`src/rtl/lcd_tg_pkg.sv`:
```
package lcd_tg_pkg;
    parameter int TG_PW = 8;      // porch and pulse field width
    parameter int TG_CW = 12;     // active size and coordinate width
    parameter int TG_DW = 8;      // divider field width
    parameter int TG_AW = 3;      // register address width
    parameter int TG_XW = 32;     // write data width
    localparam int TG_TW = TG_CW + 2;  // position counter width

    typedef struct packed {
        logic [TG_PW-1:0] sync_m1;
        logic [TG_PW-1:0] bp_m1;
        logic [TG_PW-1:0] fp_m1;
        logic [TG_CW-1:0] act_m1;
    } tg_axis_cfg_t;

    typedef struct packed {
        logic             run;
        logic             show_req;
        logic             div_sel;
        logic             hs_inv;
        logic             vs_inv;
        logic [TG_DW-1:0] div_m1;
    } tg_ctrl_t;

    typedef enum logic [TG_AW-1:0] {
        REG_CTRL = 3'd0,
        REG_HTIM = 3'd1,
        REG_VTIM = 3'd2,
        REG_SIZE = 3'd3,
        REG_IEN  = 3'd4,
        REG_ICLR = 3'd5
    } tg_reg_e;

    function automatic logic [TG_TW-1:0] f_len_p(input logic [TG_PW-1:0] v);
        return TG_TW'(v) + TG_TW'(1);
    endfunction

    function automatic logic [TG_TW-1:0] f_len_c(input logic [TG_CW-1:0] v);
        return TG_TW'(v) + TG_TW'(1);
    endfunction
endpackage

```
`src/rtl/lcd_tg_regs.sv`:
```
module lcd_tg_regs
    import lcd_tg_pkg::*;
(
    input  logic             clk,
    input  logic             rst,
    input  logic             wr_en,
    input  logic [TG_AW-1:0] wr_addr,
    input  logic [TG_XW-1:0] wr_data,
    output tg_ctrl_t         ctrl,
    output tg_axis_cfg_t     h_cfg,
    output tg_axis_cfg_t     v_cfg,
    output logic             irq_gen,
    output logic             irq_frm,
    output logic             clr_pulse
);
    logic unused_wr_bits;
    assign unused_wr_bits = &{1'b0, wr_data};

    always_ff @(posedge clk) begin
        if (rst) begin
            ctrl    <= '0;
            h_cfg   <= '0;
            v_cfg   <= '0;
            irq_gen <= 1'b0;
            irq_frm <= 1'b0;
        end else if (wr_en) begin
            case (tg_reg_e'(wr_addr))
                REG_CTRL: begin
                    ctrl.run      <= wr_data[0];
                    ctrl.show_req <= wr_data[1];
                    ctrl.div_sel  <= wr_data[2];
                    ctrl.hs_inv   <= wr_data[3];
                    ctrl.vs_inv   <= wr_data[4];
                    ctrl.div_m1   <= wr_data[8 +: TG_DW];
                end
                REG_HTIM: begin
                    h_cfg.sync_m1 <= wr_data[0 +: TG_PW];
                    h_cfg.bp_m1   <= wr_data[8 +: TG_PW];
                    h_cfg.fp_m1   <= wr_data[16 +: TG_PW];
                end
                REG_VTIM: begin
                    v_cfg.sync_m1 <= wr_data[0 +: TG_PW];
                    v_cfg.bp_m1   <= wr_data[8 +: TG_PW];
                    v_cfg.fp_m1   <= wr_data[16 +: TG_PW];
                end
                REG_SIZE: begin
                    h_cfg.act_m1 <= wr_data[0 +: TG_CW];
                    v_cfg.act_m1 <= wr_data[16 +: TG_CW];
                end
                REG_IEN: begin
                    irq_gen <= wr_data[0];
                    irq_frm <= wr_data[1];
                end
                default: ;
            endcase
        end
    end

    assign clr_pulse = wr_en && (wr_addr == TG_AW'(REG_ICLR)) && wr_data[0];
endmodule

```
`src/rtl/lcd_tg_pixdiv.sv`:
```
module lcd_tg_pixdiv
    import lcd_tg_pkg::*;
(
    input  logic             clk,
    input  logic             rst,
    input  logic             run,
    input  logic             div_sel,
    input  logic [TG_DW-1:0] div_m1,
    output logic             tick
);
    logic [TG_DW-1:0] cnt;
    logic             last;

    assign last = (cnt >= div_m1);
    assign tick = run && (!div_sel || last);

    always_ff @(posedge clk) begin
        if (rst || !run || !div_sel) cnt <= '0;
        else if (last)               cnt <= '0;
        else                         cnt <= cnt + 1'b1;
    end

    // with the divider in use, a step is never followed at once by another
    a_r5_tick_spacing: assert property (@(posedge clk) disable iff (rst)
        (tick && div_sel && div_m1 != '0) |=> (!tick || !div_sel || div_m1 == '0));
endmodule

```
`src/rtl/lcd_tg_axis.sv`:
```
module lcd_tg_axis
    import lcd_tg_pkg::*;
(
    input  logic             clk,
    input  logic             rst,
    input  logic             clr,
    input  logic             adv,
    input  tg_axis_cfg_t     cfg,
    output logic             at_end,
    output logic             in_sync,
    output logic             in_act,
    output logic [TG_CW-1:0] coord
);
    logic [TG_TW-1:0] pos, sw, act_lo, act_hi, total;

    assign sw     = f_len_p(cfg.sync_m1);
    assign act_lo = sw + f_len_p(cfg.bp_m1);
    assign act_hi = act_lo + f_len_c(cfg.act_m1);
    assign total  = act_hi + f_len_p(cfg.fp_m1);

    assign at_end  = (pos >= total - TG_TW'(1));
    assign in_sync = (pos < sw);
    assign in_act  = (pos >= act_lo) && (pos < act_hi);
    assign coord   = in_act ? TG_CW'(pos - act_lo) : '0;

    always_ff @(posedge clk) begin
        if (rst || clr) pos <= '0;
        else if (adv)   pos <= at_end ? '0 : pos + 1'b1;
    end

    // a stopped raster sits at the origin
    a_r6_clear_to_origin: assert property (@(posedge clk) disable iff (rst)
        clr |=> (pos == '0));
    // the position moves only on a step
    a_r2_r3_hold_without_step: assert property (@(posedge clk) disable iff (rst)
        (!adv && !clr) |=> $stable(pos));
endmodule

```
`src/rtl/lcd_timing_gen.sv`:
```
module lcd_timing_gen
    import lcd_tg_pkg::*;
(
    input  logic             clk,
    input  logic             rst,
    input  logic             wr_en,
    input  logic [TG_AW-1:0] wr_addr,
    input  logic [TG_XW-1:0] wr_data,
    output logic             hsync_o,
    output logic             vsync_o,
    output logic             de_o,
    output logic [TG_CW-1:0] x_o,
    output logic [TG_CW-1:0] y_o,
    output logic             irq_o
);
    localparam int NAX = 2;  // axis 0 horizontal, axis 1 vertical

    tg_ctrl_t     ctrl;
    tg_axis_cfg_t h_cfg, v_cfg;
    logic         irq_gen, irq_frm, clr_pulse;
    logic         pix_tick, frame_wrap, show_act, pend;

    tg_axis_cfg_t     ax_cfg  [NAX];
    logic             ax_adv  [NAX];
    logic             ax_end  [NAX];
    logic             ax_sync [NAX];
    logic             ax_act  [NAX];
    logic [TG_CW-1:0] ax_crd  [NAX];

    lcd_tg_regs u_regs (
        .clk(clk), .rst(rst), .wr_en(wr_en), .wr_addr(wr_addr), .wr_data(wr_data),
        .ctrl(ctrl), .h_cfg(h_cfg), .v_cfg(v_cfg),
        .irq_gen(irq_gen), .irq_frm(irq_frm), .clr_pulse(clr_pulse)
    );

    lcd_tg_pixdiv u_div (
        .clk(clk), .rst(rst), .run(ctrl.run), .div_sel(ctrl.div_sel),
        .div_m1(ctrl.div_m1), .tick(pix_tick)
    );

    assign ax_cfg[0] = h_cfg;
    assign ax_cfg[1] = v_cfg;
    assign ax_adv[0] = pix_tick;
    assign ax_adv[1] = pix_tick && ax_end[0];

    generate
        for (genvar a = 0; a < NAX; a++) begin : g_axis
            lcd_tg_axis u_axis (
                .clk(clk), .rst(rst), .clr(!ctrl.run), .adv(ax_adv[a]),
                .cfg(ax_cfg[a]), .at_end(ax_end[a]), .in_sync(ax_sync[a]),
                .in_act(ax_act[a]), .coord(ax_crd[a])
            );
        end
    endgenerate

    assign frame_wrap = pix_tick && ax_end[0] && ax_end[1];

    always_ff @(posedge clk) begin
        if (rst || !ctrl.run) show_act <= 1'b0;
        else if (frame_wrap)  show_act <= ctrl.show_req;
    end

    always_ff @(posedge clk) begin
        if (rst)             pend <= 1'b0;
        else if (frame_wrap) pend <= 1'b1;
        else if (clr_pulse)  pend <= 1'b0;
    end

    assign hsync_o = (ctrl.run && ax_sync[0]) ^ ~ctrl.hs_inv;
    assign vsync_o = (ctrl.run && ax_sync[1]) ^ ~ctrl.vs_inv;
    assign de_o    = ctrl.run && show_act && ax_act[0] && ax_act[1];
    assign x_o     = de_o ? ax_crd[0] : '0;
    assign y_o     = de_o ? ax_crd[1] : '0;
    assign irq_o   = pend && irq_gen && irq_frm;

    // data enable never overlaps either sync pulse
    a_r4_de_outside_sync: assert property (@(posedge clk) disable iff (rst)
        de_o |-> (hsync_o != ctrl.hs_inv) && (vsync_o != ctrl.vs_inv));
    // enable state changes only at a frame wrap while running
    a_r7_show_holds_mid_frame: assert property (@(posedge clk) disable iff (rst)
        (ctrl.run && !frame_wrap) |=> $stable(show_act));
    // pending only rises after a wrap
    a_r8_pend_from_wrap: assert property (@(posedge clk) disable iff (rst)
        $rose(pend) |-> $past(frame_wrap));
    // a clear without a simultaneous wrap empties the flag
    a_r9_clear_empties: assert property (@(posedge clk) disable iff (rst)
        (clr_pulse && !frame_wrap) |=> !pend);
endmodule

```
`config.mk`:
```
export PLATFORM = sky130hd
export DESIGN_NAME = lcd_timing_gen
export DESIGN_NICKNAME = d
export VERILOG_FILES = /design/src/rtl/lcd_tg_pkg.sv /design/src/rtl/lcd_tg_regs.sv /design/src/rtl/lcd_tg_pixdiv.sv /design/src/rtl/lcd_tg_axis.sv /design/src/rtl/lcd_timing_gen.sv
export SDC_FILE = /design/constraint.sdc
export NUM_CORES = 1
export LEC_CHECK = 0
export ABC_AREA = 1
export BUFFER_PORTS_ARGS = -buffer_cell sky130_fd_sc_hd__buf_2
export CORE_MARGIN = 5
export CORE_UTILIZATION = 54
export DETAILED_ROUTE_END_ITERATION = 6
export GPL_TIMING_DRIVEN = 0
export PLACE_DENSITY = 0.84
export SYNTH_ARGS = -nofsm -noshare
export SYNTH_HDL_FRONTEND = slang
export SYNTH_SLANG_ARGS = --single-unit
```
`constraint.sdc`:
```
create_clock -name clk -period 7.9 [get_ports clk]
set_input_delay 0.395 -clock clk [delete_from_list [all_inputs] [get_ports clk]]
set_output_delay 0.395 -clock clk [all_outputs]
set_load 0.02 [all_outputs]
```
Yosys cells after proc, flatten, opt, wreduce, memory -nomap -nowiden
Index checks and enable logic that the tools add are counted.
{"block": "op_classes", "n_lt_le_gt_ge": 9, "n_mux": 8, "n_reduce_logical": 27, "addsub": 21, "bitwise": 4, "eq_ne": 5}
{"op": "$ge 14x14->1", "count": 4}
{"op": "$add 8x1->9 const B", "count": 6}
{"op": "$mux 12", "count": 4}
{"op": "$add 14x1->14 const B", "count": 2}
{"op": "$add 14x13->14", "count": 2}
{"op": "$add 14x14->14", "count": 2}
{"op": "$lt 14x14->1", "count": 2}
{"op": "$lt 14x9->1", "count": 2}
{"op": "$mux 14", "count": 2}
{"op": "$sub 14x1->14 const B", "count": 2}
{"op": "$add 12x1->13 const B", "count": 2}
{"op": "$sub 12x12->12", "count": 2}
{"op": "$add 9x9->10", "count": 2}
{"op": "$logic_and 1x1->1", "count": 14}
{"op": "$reduce_and 2->1", "count": 5}
{"op": "$add 8x1->8 const B", "count": 1}
{"op": "$ge 8x8->1", "count": 1}
{"op": "$eq 3x2->1 const B", "count": 2}
{"op": "$eq 3x3->1 const B", "count": 2}
{"op": "$eq 3x1->1 const B", "count": 1}
{"op": "$logic_not 3->1", "count": 1}
{"op": "$logic_or 1x1->1", "count": 3}
{"op": "$logic_not 1->1", "count": 2}
{"op": "$mux 1", "count": 2}
{"op": "4 further kinds", "count": 6}
{"block": "totals", "elab_cells": 95, "out_inout_bits": 28, "reg_bits": 125}

Logic depth before layout (Yosys ltp)
{"block": "logic_depth", "ltp_word": 9, "depth_mapped": 44, "mapped_depth_nobuf": 44}

Hierarchy
Synthesis repeated with hierarchy kept, for this count alone.
{"block": "unflattened", "cells_unflattened": 1959, "hier_area_um2": 12443.2}
{"mod": "lcd_tg_axis at g_axis[0].u_axis", "seq_area_each_um2": 280.3, "area_each_um2": 4017.6, "n_inst": 1, "cells_per_inst": 650}
{"mod": "lcd_tg_axis at g_axis[1].u_axis", "seq_area_each_um2": 280.3, "area_each_um2": 3942.5, "n_inst": 1, "cells_per_inst": 644}
{"mod": "lcd_tg_regs", "seq_area_each_um2": 1741.7, "area_each_um2": 3492.1, "n_inst": 1, "cells_per_inst": 516}
{"mod": "lcd_tg_pixdiv", "seq_area_each_um2": 160.2, "area_each_um2": 573.0, "n_inst": 1, "cells_per_inst": 75}
{"mod": "lcd_timing_gen", "seq_area_each_um2": 40.0, "area_each_um2": 417.9, "n_inst": 1, "cells_per_inst": 74}

Worst setup path before layout
No wires, ideal clock.
{"block": "synth_timing", "path_type": "reg-to-reg", "startpoint": "register, netlist name u_regs.h_cfg[28]", "endpoint": "register g_axis[1].u_axis.pos[10]", "arrival_time_ns": 5.411, "path_stages_with_launch": 40, "synth_period_minus_slack_ns": 5.496, "setup_slack_ns": 2.404, "t_required_ns": 7.814, "n_path_buf": 2, "setup_time_ns": 0.086, "path_cell_list": "dfxtp_1 > ha_1 > xor2_1 > ha_1 > a21oi_1 > o21bai_1 > a21oi_1 > o21bai_1 > a21oi_1 > o21ai_0 > xor2_1 > inv_1 > ha_1 > nand2_2 > inv_2 > a21oi_2 > nand3_1 > nand2_1 > [4 not listed] > nand3_1 > o2111ai_1 > nand2_1 > nand2_1 > nand2_1 > nand2_1 > nand2_1 > ha_1 > nand2_1 > nor4_1 > nand2_1 > nand2_1 > nor2_1 > nor2_1 > buf_2 > buf_4 > a21oi_1 > a211oi_1"}
{"block": "synth_via", "elab_chain_len": 7}
{"item": "$add 8x1->9", "line": "lcd_tg_pkg.sv:35", "source": "return TG_TW'(v) + TG_TW'(1);"}
{"item": "$add 9x9->10", "line": "lcd_tg_axis.sv:17", "source": "assign act_lo = sw + f_len_p(cfg.bp_m1);"}
{"item": "$add 14x13->14", "line": "lcd_tg_axis.sv:18", "source": "assign act_hi = act_lo + f_len_c(cfg.act_m1);"}
{"item": "$add 14x14->14", "line": "lcd_tg_axis.sv:19", "source": "assign total = act_hi + f_len_p(cfg.fp_m1);"}
{"item": "$sub 14x1->14", "line": "lcd_tg_axis.sv:21", "source": "assign at_end = (pos >= total - TG_TW'(1));"}
{"item": "$ge 14x14->1", "line": "lcd_tg_axis.sv:21"}
{"item": "$logic_and 1x1->1", "line": "lcd_timing_gen.sv:44", "source": "assign ax_adv[1] = pix_tick && ax_end[0];"}
{"item": "to (signal assigned)", "line": "lcd_tg_axis.sv:28", "source": "else if (adv) pos <= at_end ? '0 : pos + 1'b1;"}
{"item": "to (decl)", "line": "lcd_tg_axis.sv:14", "source": "logic [TG_TW-1:0] pos, sw, act_lo, act_hi, total;"}
Every way passes these cells.
A chain may end at the register's enable or synchronous reset.

Worst setup path in the final report
{"block": "layout_timing", "startpoint": "register, netlist name u_regs.v_cfg[28]", "endpoint": "register g_axis[1].u_axis.pos[11]"}
{"block": "layout_via", "elab_chain_len": 7}
{"item": "$add 8x1->9", "line": "lcd_tg_pkg.sv:35"}
{"item": "$add 9x9->10", "line": "lcd_tg_axis.sv:17"}
{"item": "$add 14x13->14", "line": "lcd_tg_axis.sv:18"}
{"item": "$add 14x14->14", "line": "lcd_tg_axis.sv:19"}
{"item": "$sub 14x1->14", "line": "lcd_tg_axis.sv:21"}
{"item": "$ge 14x14->1", "line": "lcd_tg_axis.sv:21"}
{"item": "$mux 14", "line": "lcd_tg_axis.sv:28"}
Every way passes these cells.

==> impl_summary.txt <==
----------------------------------------------------
[Outcome]
  Result of the run ... complete, no violations

[Timing]
  Final TNS setup ... 0 ns
  Maximum frequency from static timing analysis ... 0.145 GHz
  Transition at the pin with the smallest max-transition slack ... 0.727 ns
  Count of endpoints failing hold in the final timing report ... 0
  Slew Limit Headroom ... 51.5%
  Max Clock Skew ... 0.0116 ns
  Ratio of final minimum period to clock period ... 87.5%
  Setup repair after global routing missed its margin ... no
  Finish-stage setup viols ... 0
  Final slew viol count ... 0
  Minimum clock period after layout ... 6.91 ns

[Finish]
  Relative area change from synthesis to final layout ... 10.7%
  # nets final ... 1996
  Number of diodes ... 0
  Final std cell area, no fill ... 13000 um2
  Layout cell share with drive strength beyond 1 ... 9.61%

[Synth]
  Share of synthesized registers carrying an async set or reset ... 0%
  Mapped Cells ... 1697
  Mean cell area of the mapped netlist ... 6.91 um2
  Top flip-flop cell by instance count after synthesis ... sky130_fd_sc_hd__dfxtp_1
  Number of warnings reported in the yosys synthesis log ... 0
  Post-synthesis instance area ... 11700 um2
  Commonest cells post-synth ... 265 x sky130_fd_sc_hd__nand2_1, 246 x sky130_fd_sc_hd__inv_1, 198 x sky130_fd_sc_hd__nor2_1
  Synth unique cells ... 48
  Proportion of netlist area held by the largest area contributor ... 21.3%
  EDFF count, synth ... 0
  Dominant cells by area after synthesis ... sky130_fd_sc_hd__dfxtp_1 21%, sky130_fd_sc_hd__ha_1 18%, sky130_fd_sc_hd__nand2_1 8.5%
  Register bit total from synthesis ... 125
  Most used standard cell by instance count after synthesis ... sky130_fd_sc_hd__nand2_1
  Cell type contributing the most total cell area after synthesis ... sky130_fd_sc_hd__dfxtp_1
  Synthesized netlist net count ... 1916
  Fraction of the yosys area taken by sequential cells ... 21.3%

[CTS]
  Clock Sink Count ... 125
  Hold buffer count at CTS ... 0
  Cell at the root of the clock tree ... sky130_fd_sc_hd__clkbuf_16
  Num CTS Buffers ... 17
  Setup Fix Bufs, Post-CTS ... 0
  Clock tree from TritonCTS ... done
  Clock tree buffer depth ... 2
  Clock network latency to the later pin of the worst-skew pair ... 0.42 ns
  Quantity of gates resized following cts ... 0
  Clock transition time at the flip-flop clock pins of the worst setup and hold paths ... 0.06 ns
  H-Tree Level Count ... 4

[Setup path]
  Highest net fanout along the worst path ... 10
  Worst EP arrival ... 7.25 ns
  Buf/Inv on CP ... 4
  Kind of cell with the highest combined delay on the critical path ... simple AND/OR/NAND/NOR gates
  Max stage delay cell, worst path ... sky130_fd_sc_hd__xor2_1
  WP data required ... 8.23 ns
  Critical path launch point type ... register
  Flop-to-flop setup slack ... 0.99 ns
  Slowest stage delay, CP ... 0.49 ns
  Kind of end point of the critical path ... register
  Most prevalent standard cell on the critical path ... sky130_fd_sc_hd__nand2_1
  Critical path class ... reg2reg

[Place]
  Cell Area, Placed ... 12400 um2
  Count of buffers from port buffering ... 61
  Total half-perimeter wirelength after legalization and detailed placement ... 26800 um
  Final GP Congestion ... 0.990

[Detailed routing]
  DRC errors left ... 0
  Number of iterations in the first detailed-routing pass ... 6
  Detailed Route Iter0 Violations ... 1003
  Vias ... 11678
  Final ANT Viol Nets ... 0
  Detail-routed net length per standard cell ... 15.8 um
  Detailed-route vias per instance ... 5.64
  Detailed Route WL ... 32800 um

[Floorplan]
  Count of boundary I/O pins ... 66
  Width of the chip ... 157 um
  Starting utilization of the core area ... 54.3%
  Height of the die ... 157 um
  CORE AREA ... 21600 um2
  Die Footprint ... 24800 um2
  Number of cell rows ... 54

[Flow run]
  Max capacitance violation total ... 0

[Global routing]
  Total global routing overflow ... 0
  Largest net degree at the start of global routing ... 17
  Tot GR Track Use ... 26.5%
  First-pass GRT wire length ... 52900 um
  Vias in the first global route ... 10914
  Number of antenna violations at the first check in global routing ... 0

[Power]
  Areal power density over the cells ... 169 nW/um2
  Maximum VDD drop ... 155 uV
  Leak Pwr ... 6.36 nW

[Hold path]
  Type of the tightest min-delay check ... in2reg

----------------------------------------------------
-- state kept, by name (all words and copies together), names as in the netlist --
signal             flops
u_regs.irq_frm         1
u_regs.h_cfg          36
pend                   1
u_div.cnt              8
u_regs.v_cfg          36
g_axis.u_axis.pos     28
u_regs.irq_gen         1
show_act               1
u_regs.ctrl           13
-- path summary, 6_finish.rpt --
check,start,end,cells past startpoint
worst max-delay path,u_regs.v_cfg[28],g_axis[1].u_axis.pos[11],39
worst min-delay path,rst,pend,2
worst max register to register,u_regs.v_cfg[28],g_axis[1].u_axis.pos[11],39
worst min register to register,u_regs.v_cfg[7],u_regs.v_cfg[7],2
-- metrics by stage --
stage                     setup WS (ns)  hold WS, ns  util [%]  std cells  total power [mW]
after floorplan                    2.40        0.428         -       1697              1.22
after global placement             1.41        0.438      57.3       2038              1.36
after detailed placement           1.26        0.441      57.3       2038              1.38
after CTS                          1.17        0.141      60.1       2070              2.19
after global routing              0.410        0.146      60.1       2070              2.34
final                             0.986        0.151      60.1       2070              2.19
-- report_power, final --
| group | switching, mW | internal, mW | total (mW) |
|---|---|---|---|
| Sequential | 0.0153 | 0.646 | 0.661 |
| Combinational | 0.443 | 0.275 | 0.719 |
| Clock | 0.331 | 0.479 | 0.811 |
-- cell usage in the layout, fill, tap and decap left out, types with 7 or more instances in the layout --
cell type	n
sky130_fd_sc_hd__nor2_4	22
sky130_fd_sc_hd__nand3_1	79
sky130_fd_sc_hd__clkbuf_16	17
sky130_fd_sc_hd__nor3_1	31
sky130_fd_sc_hd__nand2_2	22
sky130_fd_sc_hd__nor2_1	198
sky130_fd_sc_hd__fa_1	8
sky130_fd_sc_hd__xnor2_1	20
sky130_fd_sc_hd__dfxtp_1	125
sky130_fd_sc_hd__xor2_1	78
sky130_fd_sc_hd__nand4_1	21
sky130_fd_sc_hd__o21bai_1	10
sky130_fd_sc_hd__inv_1	246
sky130_fd_sc_hd__ha_1	173
sky130_fd_sc_hd__inv_2	7
sky130_fd_sc_hd__nand3b_1	12
sky130_fd_sc_hd__a21oi_1	146
sky130_fd_sc_hd__o21a_1	9
sky130_fd_sc_hd__buf_2	65
sky130_fd_sc_hd__clkbuf_1	29
sky130_fd_sc_hd__nand2_1	265
sky130_fd_sc_hd__o21ai_0	130
-- kinds of logic after synthesis --
kind of cell             Yosys count  share of synthesized area [%]
AND/OR/NAND/NOR                  679                           26.7
buffers and inverters            288                           9.57
AO/OA/AOI/OAI                    326                           15.2
adder cells (fa/ha/maj)          181                           19.8
XOR/XNOR                          98                           7.32
flip-flops                       125                           21.3
-- final cells by class --
cell class / instances / area [um2]
plain buffers: 35 / 173
clock buffers: 18 / 429
clock inverters: 14 / 171
fillers: 1937 / 8630
inverters: 253 / 950
multi-input cells: 1284 / 8110
flip-flops and latches: 125 / 2500
well taps: 280 / 350
repair buffers: 61 / 305
-- metal layers --
metal	routed length [um]	vias up	track usage, %
met5	0	-	0
met4	1250	0	10.2
met3	3240	106	5.53
met2	13900	528	41.1
met1	14300	5295	36.3
li1	-	5749	-
No activity file was read; power rests on OpenSTA's default activity.
